[src/rtl/uart_baud_gen.sv]
module uart_baud_gen #(
  parameter int BYTE_W       = 8,
  parameter int FINE_RATIO   = 16,
  parameter int COARSE_RATIO = 64
) (
  input  logic              clk,
  input  logic              rst_n,
  input  logic              port_en,
  input  logic              wide_mode,
  input  logic              fast_mode,
  input  logic [BYTE_W-1:0] div_hi,
  input  logic [BYTE_W-1:0] div_lo,
  input  logic              div_load,
  output logic              os_tick,
  output logic              bit_tick
);
  localparam int CNT_W = 2 * BYTE_W;
  localparam int PRE_W = $clog2(COARSE_RATIO);
  localparam logic [PRE_W-1:0] FINE_LAST   = PRE_W'(FINE_RATIO - 1);
  localparam logic [PRE_W-1:0] COARSE_LAST = PRE_W'(COARSE_RATIO - 1);

  logic [CNT_W-1:0] cnt;
  logic [PRE_W-1:0] pre;
  logic [CNT_W-1:0] reload;
  logic [PRE_W-1:0] pre_last;
  logic             pre_wrap;

  assign reload   = wide_mode ? {div_hi, div_lo} : {{BYTE_W{1'b0}}, div_lo};
  assign pre_last = (wide_mode | fast_mode) ? FINE_LAST : COARSE_LAST;
  assign pre_wrap = (pre >= pre_last);
  assign os_tick  = rst_n & port_en & ~div_load & (cnt == '0);
  assign bit_tick = os_tick & pre_wrap;

  always_ff @(posedge clk) begin
    if (!rst_n) begin
      cnt <= '0;
      pre <= '0;
    end else if (!port_en || div_load) begin
      cnt <= reload;
      pre <= '0;
    end else if (cnt == '0) begin
      cnt <= reload;
      pre <= pre_wrap ? '0 : pre + 1'b1;
    end else begin
      cnt <= cnt - 1'b1;
    end
  end
endmodule

[config.mk]
export PLATFORM = sky130hd
export DESIGN_NAME = uart_baud_gen
export DESIGN_NICKNAME = d
export VERILOG_FILES = /design/src/rtl/uart_baud_gen.sv
export SDC_FILE = /design/constraint.sdc
export NUM_CORES = 1
export LEC_CHECK = 0
export BUFFER_PORTS_ARGS = -buffer_cell sky130_fd_sc_hd__buf_4
export CAP_MARGIN = 10
export CELL_PAD_IN_SITES_DETAIL_PLACEMENT = 0
export CELL_PAD_IN_SITES_GLOBAL_PLACEMENT = 1
export CORE_MARGIN = 4
export CORE_UTILIZATION = 47
export CTS_BUF_LIST = sky130_fd_sc_hd__clkbuf_4 sky130_fd_sc_hd__clkbuf_8
export DETAILED_ROUTE_END_ITERATION = 16
export GPL_TIMING_DRIVEN = 0
export PLACE_DENSITY_LB_ADDON = 0.1
export SLEW_MARGIN = 20
export SYNTH_ARGS = -nofsm -noshare
export SYNTH_HDL_FRONTEND = slang
export SYNTH_SLANG_ARGS = --single-unit
[constraint.sdc]
create_clock -name clk -period 6.25 [get_ports clk]
set_input_delay 1.25 -clock clk [delete_from_list [all_inputs] [get_ports clk]]
set_output_delay 1.25 -clock clk [all_outputs]
set_load 0.005 [all_outputs]
# Yosys cells after proc, flatten, opt, wreduce, memory -nomap -nowiden
# Index checks and enable logic that the tools add are counted.
[totals]
register_bits = 22
latch_bits = 0
mem_bits_rw = 0
mem_bits_ro = 0
input_bits = 22
output_inout_bits = 2
word_cells = 21
mem_count = 0
[classes]
add_sub_neg = 2
multipliers = 0
div_mod_pow = 0
magnitude_cmp = 1
n_eq_ne = 0
shifts = 0
mux = 5
bitwise_logic = 7
n_reduce_logical = 4
[ops]
columns = ["op", "count"]
rows = [
  ["$mux W16", 3],
  ["$logic_not A16 Y1", 1],
  ["$sub A16 B1 Y16 const B", 1],
  ["$mux W6", 2],
  ["$add A6 B1 Y6 const B", 1],
  ["$ge A6 B6 Y1", 1],
  ["$and A1 B1 Y1", 4],
  ["$not A1 Y1", 2],
  ["$reduce_or A2 Y1", 1],
  ["$logic_not A1 Y1", 1],
  ["$logic_or A1 B1 Y1", 1],
  ["$or A1 B1 Y1", 1],
]

# Logic depth before layout (Yosys ltp)
[depth]
ltp_word = 4
mapped_depth = 8
depth_no_buf = 6

# Worst setup path before layout
# Ideal clock, no wire load.
[synth_timing]
path_type = "input to output"
startpoint = "input port wide_mode"
endpoint = "output port bit_tick"
t_arrival_ns = 2.636
required_ns = 5.000
slack_ns = 2.364
stages = 6
n_path_buf = 1
path_cell_list = "buf_6 -> or2_2 -> ha_1 -> a21o_1 -> a31oi_1 -> nor3_1"
[synth_via]
elab_chain_cells = 4
[synth_lines]
columns = ["element", "line", "rtl"]
rows = [
  ["from (decl)", "9", "input logic wide_mode,"],
  ["$or A1 B1 Y1", "29", "assign pre_last = (wide_mode | fast_mode) ? FINE_LAST : COARSE_LAST;"],
  ["$mux W6", "29", ""],
  ["$ge A6 B6 Y1", "30", "assign pre_wrap = (pre >= pre_last);"],
  ["$and A1 B1 Y1", "32", "assign bit_tick = os_tick & pre_wrap;"],
  ["to (decl)", "15", "output logic bit_tick"],
]
# Every way passes these cells.

# Worst setup path in the final report
# Same ends and word-level chain as after synthesis.

==> summary.txt <==
Run status
  – Status: finished, final reports clean

Yosys
  – Synthesis Warnings: 0
  – Synth Register Bits: 22
  – Share of the synthesized area in the top cell type: a little under a third
  – Ranking of synthesized cells by area: dfxtp_1 31%, a211oi_2 7.1%, a21oi_1 5.7%
  – Commonest cells post-synth: 22 x dfxtp_1, 16 x a21oi_1, 10 x nand2_1, 10 x nand3_1, 9 x nor2_1
  – Synth Area per Inst: around 8.8 µm²
  – Post-Synthesis Cells: 159
  – Most frequent cell after synthesis: dfxtp_1
  – Syn Nets: approximately 190
  – Synthesized area: about 1400 µm²
  – Count of different cell masters after synthesis: between 40 and 50
  – Primary FF master, synth: dfxtp_1
  – Sequential area share after synthesis: 31.43%
  – Dominant cell type by area after synthesis: dfxtp_1
  – Post-synth EDFFs: 0
  – Post-synth ARST share: 0%

Min path
  – WHS Endpoint: pre[1]
  – Hold Path Depth: 2
  – Hold Crit Class: reg2reg
  – Worst hold start: pre[1]

Final layout
  – Layout cells sized above 1: 27.03%
  – Final cell count without fillers: around 220
  – Ant diodes: 0
  – # nets final: 213
  – Area Growth Syn to Fin: 18.30%

Global route
  – Top Usage Layer GRT: met2
  – GRT met2 Usage: 30.76%
  – Met3 Use GR: 3.058%
  – Gr usage total: between 10% and 20%
  – Vias in the first global route: roughly 1300
  – First-pass GRT wire length: about 6000 µm
  – Initial antenna violation count: 0
  – Gr ovfl total: 0
  – Largest net degree at the start of global routing: 14
  – Met1 usage: between 20% and 30%

Worst setup path
  – Crit path DAT: roughly 3.0 ns
  – Crit path kind: in2out
  – CP Max Fanout: 9
  – Startpoint types: input pin
  – R2r endpoint: pre[5]
  – Worst R2R Start: cnt[0]
  – Max incr delay on CP: between 0.5 and 0.6 ns
  – Slowest CP cell: a31oi_1
  – CP Data Required Time: approximately 5 ns
  – Crit-path cells: buf_6 > or2_2 > ha_1 > a21o_1 > a31oi_1 > nor3_1 > buf_4
  – FF-to-FF path depth: 7
  – R2R Setup Slk: roughly 4.3 ns
  – Crit end category: primary output

Floorplan
  – Die Area: between 3000 and 4000 µm²
  – Die height: approximately 63 µm
  – Initial core utilization: around half
  – CORE AREA: 2805 µm²
  – Num rows: 19
  – # IOs: 24
  – Die width: between 60 and 70 µm

Power and ir drop
  – Lkg Pwr: 0.6370 nW
  – Power Density: 208.6 nW/µm²
  – Maximum vdd drop: 0.1161 mV

Clocking
  – Clock sink total: 22
  – CTS buffer count: 3
  – H-tree depth: 1
  – Clk root buf: clkbuf_4
  – CTS clock-pin slew for the worst setup and hold paths: between 0.1 and 0.15 ns
  – CTS tree: built
  – Hold_buf cts: 0
  – Insertion delay to the later sink of the worst-skew pair: about 0.32 ns
  – Cts repair resizes: 0
  – Max clock buf depth: 2
  – Post-CTS setup repair buffer count: 0

Place
  – RePlAce Congestion: a little over 0.8
  – # port buffers: 22
  – Total placed cells including tap cells: between 200 and 250
  – Hpwl dp: roughly 2700 µm

Timing
  – Setup Skew: ~0.0072 ns
  – Setup TNS: 0 ns
  – Setup violators final: 0
  – Max_slew headroom: a little under three fifths
  – Unrepaired setup endpoints after global routing: false
  – Worst-Margin Slew: about 0.66 ns
  – Final Hold Fails: 0
  – Final Critical Period: roughly 4.3 ns
  – Period utilization: about two thirds
  – Pins over their slew limit: 0
  – Fmax: roughly 230 MHz

Routing
  – 1st-pass router iterations: 4
  – Wire length per cell: 16.82 µm
  – Final wirelength: approximately 3600 µm
  – Vias: 1357
  – Routed Antenna Nets: 0
  – Residual DRC count: 0
  – Initial DRC Count: 80
  – Vias per inst: 6.282

Flow run
  – Max-cap viol count: 0
## layout by cell type (no fill, tap or decap), types with 3 or more instances in the layout
| cell | instances |
|---|---|
| o21ai_0 | 5 |
| nand3_1 | 10 |
| a22oi_1 | 4 |
| buf_2 | 4 |
| nor2_1 | 9 |
| inv_1 | 4 |
| dfxtp_1 | 22 |
| xor2_1 | 8 |
| a21oi_1 | 16 |
| nand4_1 | 4 |
| nor3_1 | 5 |
| clkbuf_4 | 3 |
| buf_4 | 23 |
| ha_1 | 5 |
| a211oi_2 | 8 |
| nand2_1 | 10 |
## report_power, final
| group | internal (mW) | switching, mW |
|---|---|---|
| Clock | 0.0648 | 0.0469 |
| Sequential | 0.148 | 0.00911 |
| Combinational | 0.0351 | 0.0420 |
## registers in the layout (all words and copies together) (netlist names)
signal and cells:
cnt 16, pre 6
## worst max path at each step
stage | startpoint | end | slack, ns | cells after the start
after CTS | wide_mode | bit_tick | 2.00 | 7
after global routing | wide_mode | bit_tick | 1.91 | 7
after floorplan | wide_mode | bit_tick | 2.36 | 6
after global placement | wide_mode | bit_tick | 2.06 | 7
after detailed placement | wide_mode | bit_tick | 2.02 | 7
final | wide_mode | bit_tick | 1.97 | 7
## metal layers
metal,routed length (µm),vias up
li1,-,650
met1,1647,633
met2,1655,66
met3,286,8
met4,44,0
met5,0,-
## kinds of logic (layout without fill, tap and decap cells)
group / Yosys count / count (layout) / share of synthesized area, %
buffers and inverters: 14 / 40 / 7.053
and+or+nand+nor: 58 / 58 / 24.38
AOI/OAI and AO/OA: 50 / 50 / 26.43
adders and majority gates: 5 / 5 / 4.464
xor gates and xnor gates: 10 / 10 / 6.250
DFF: 22 / 22 / 31.43
## through the flow
stage	setup WS, ns	utilization, %	hold slack, ns	cell area [µm²]	total power [mW]
final	1.973	59.10	0.5040	1658	0.3458
after global routing	1.905	59.10	0.5354	1658	0.3616
after detailed placement	2.018	57.23	0.4882	1605	0.2359
after CTS	2.002	59.10	0.5051	1658	0.3463
after global placement	2.061	57.23	0.4697	1605	0.2328
after floorplan	2.364	-	0.4579	1401	0.2112
## layout make-up
type                            count  area [µm²]
Buffer                             10       83.83
Clock buffer                        3       22.52
Clock inverter                      1       30.03
Fill cell                         261        1147
Inverter                            4       15.01
Multi-Input combinational cell    123       862.1
Sequential cell                    22       440.4
Tap cell                           31       38.79
Timing Repair Buffer               22       165.2
## critical path, delay by kind of cell
family / cells / cell delay (ns)
AOI/OAI and AO/OA: 2 / 0.76
adders and majority gates: 1 / 0.32
buffers and inverters: 2 / 0.28
and+or+nand+nor: 2 / 0.41
No activity file was read; power rests on OpenSTA's default activity.
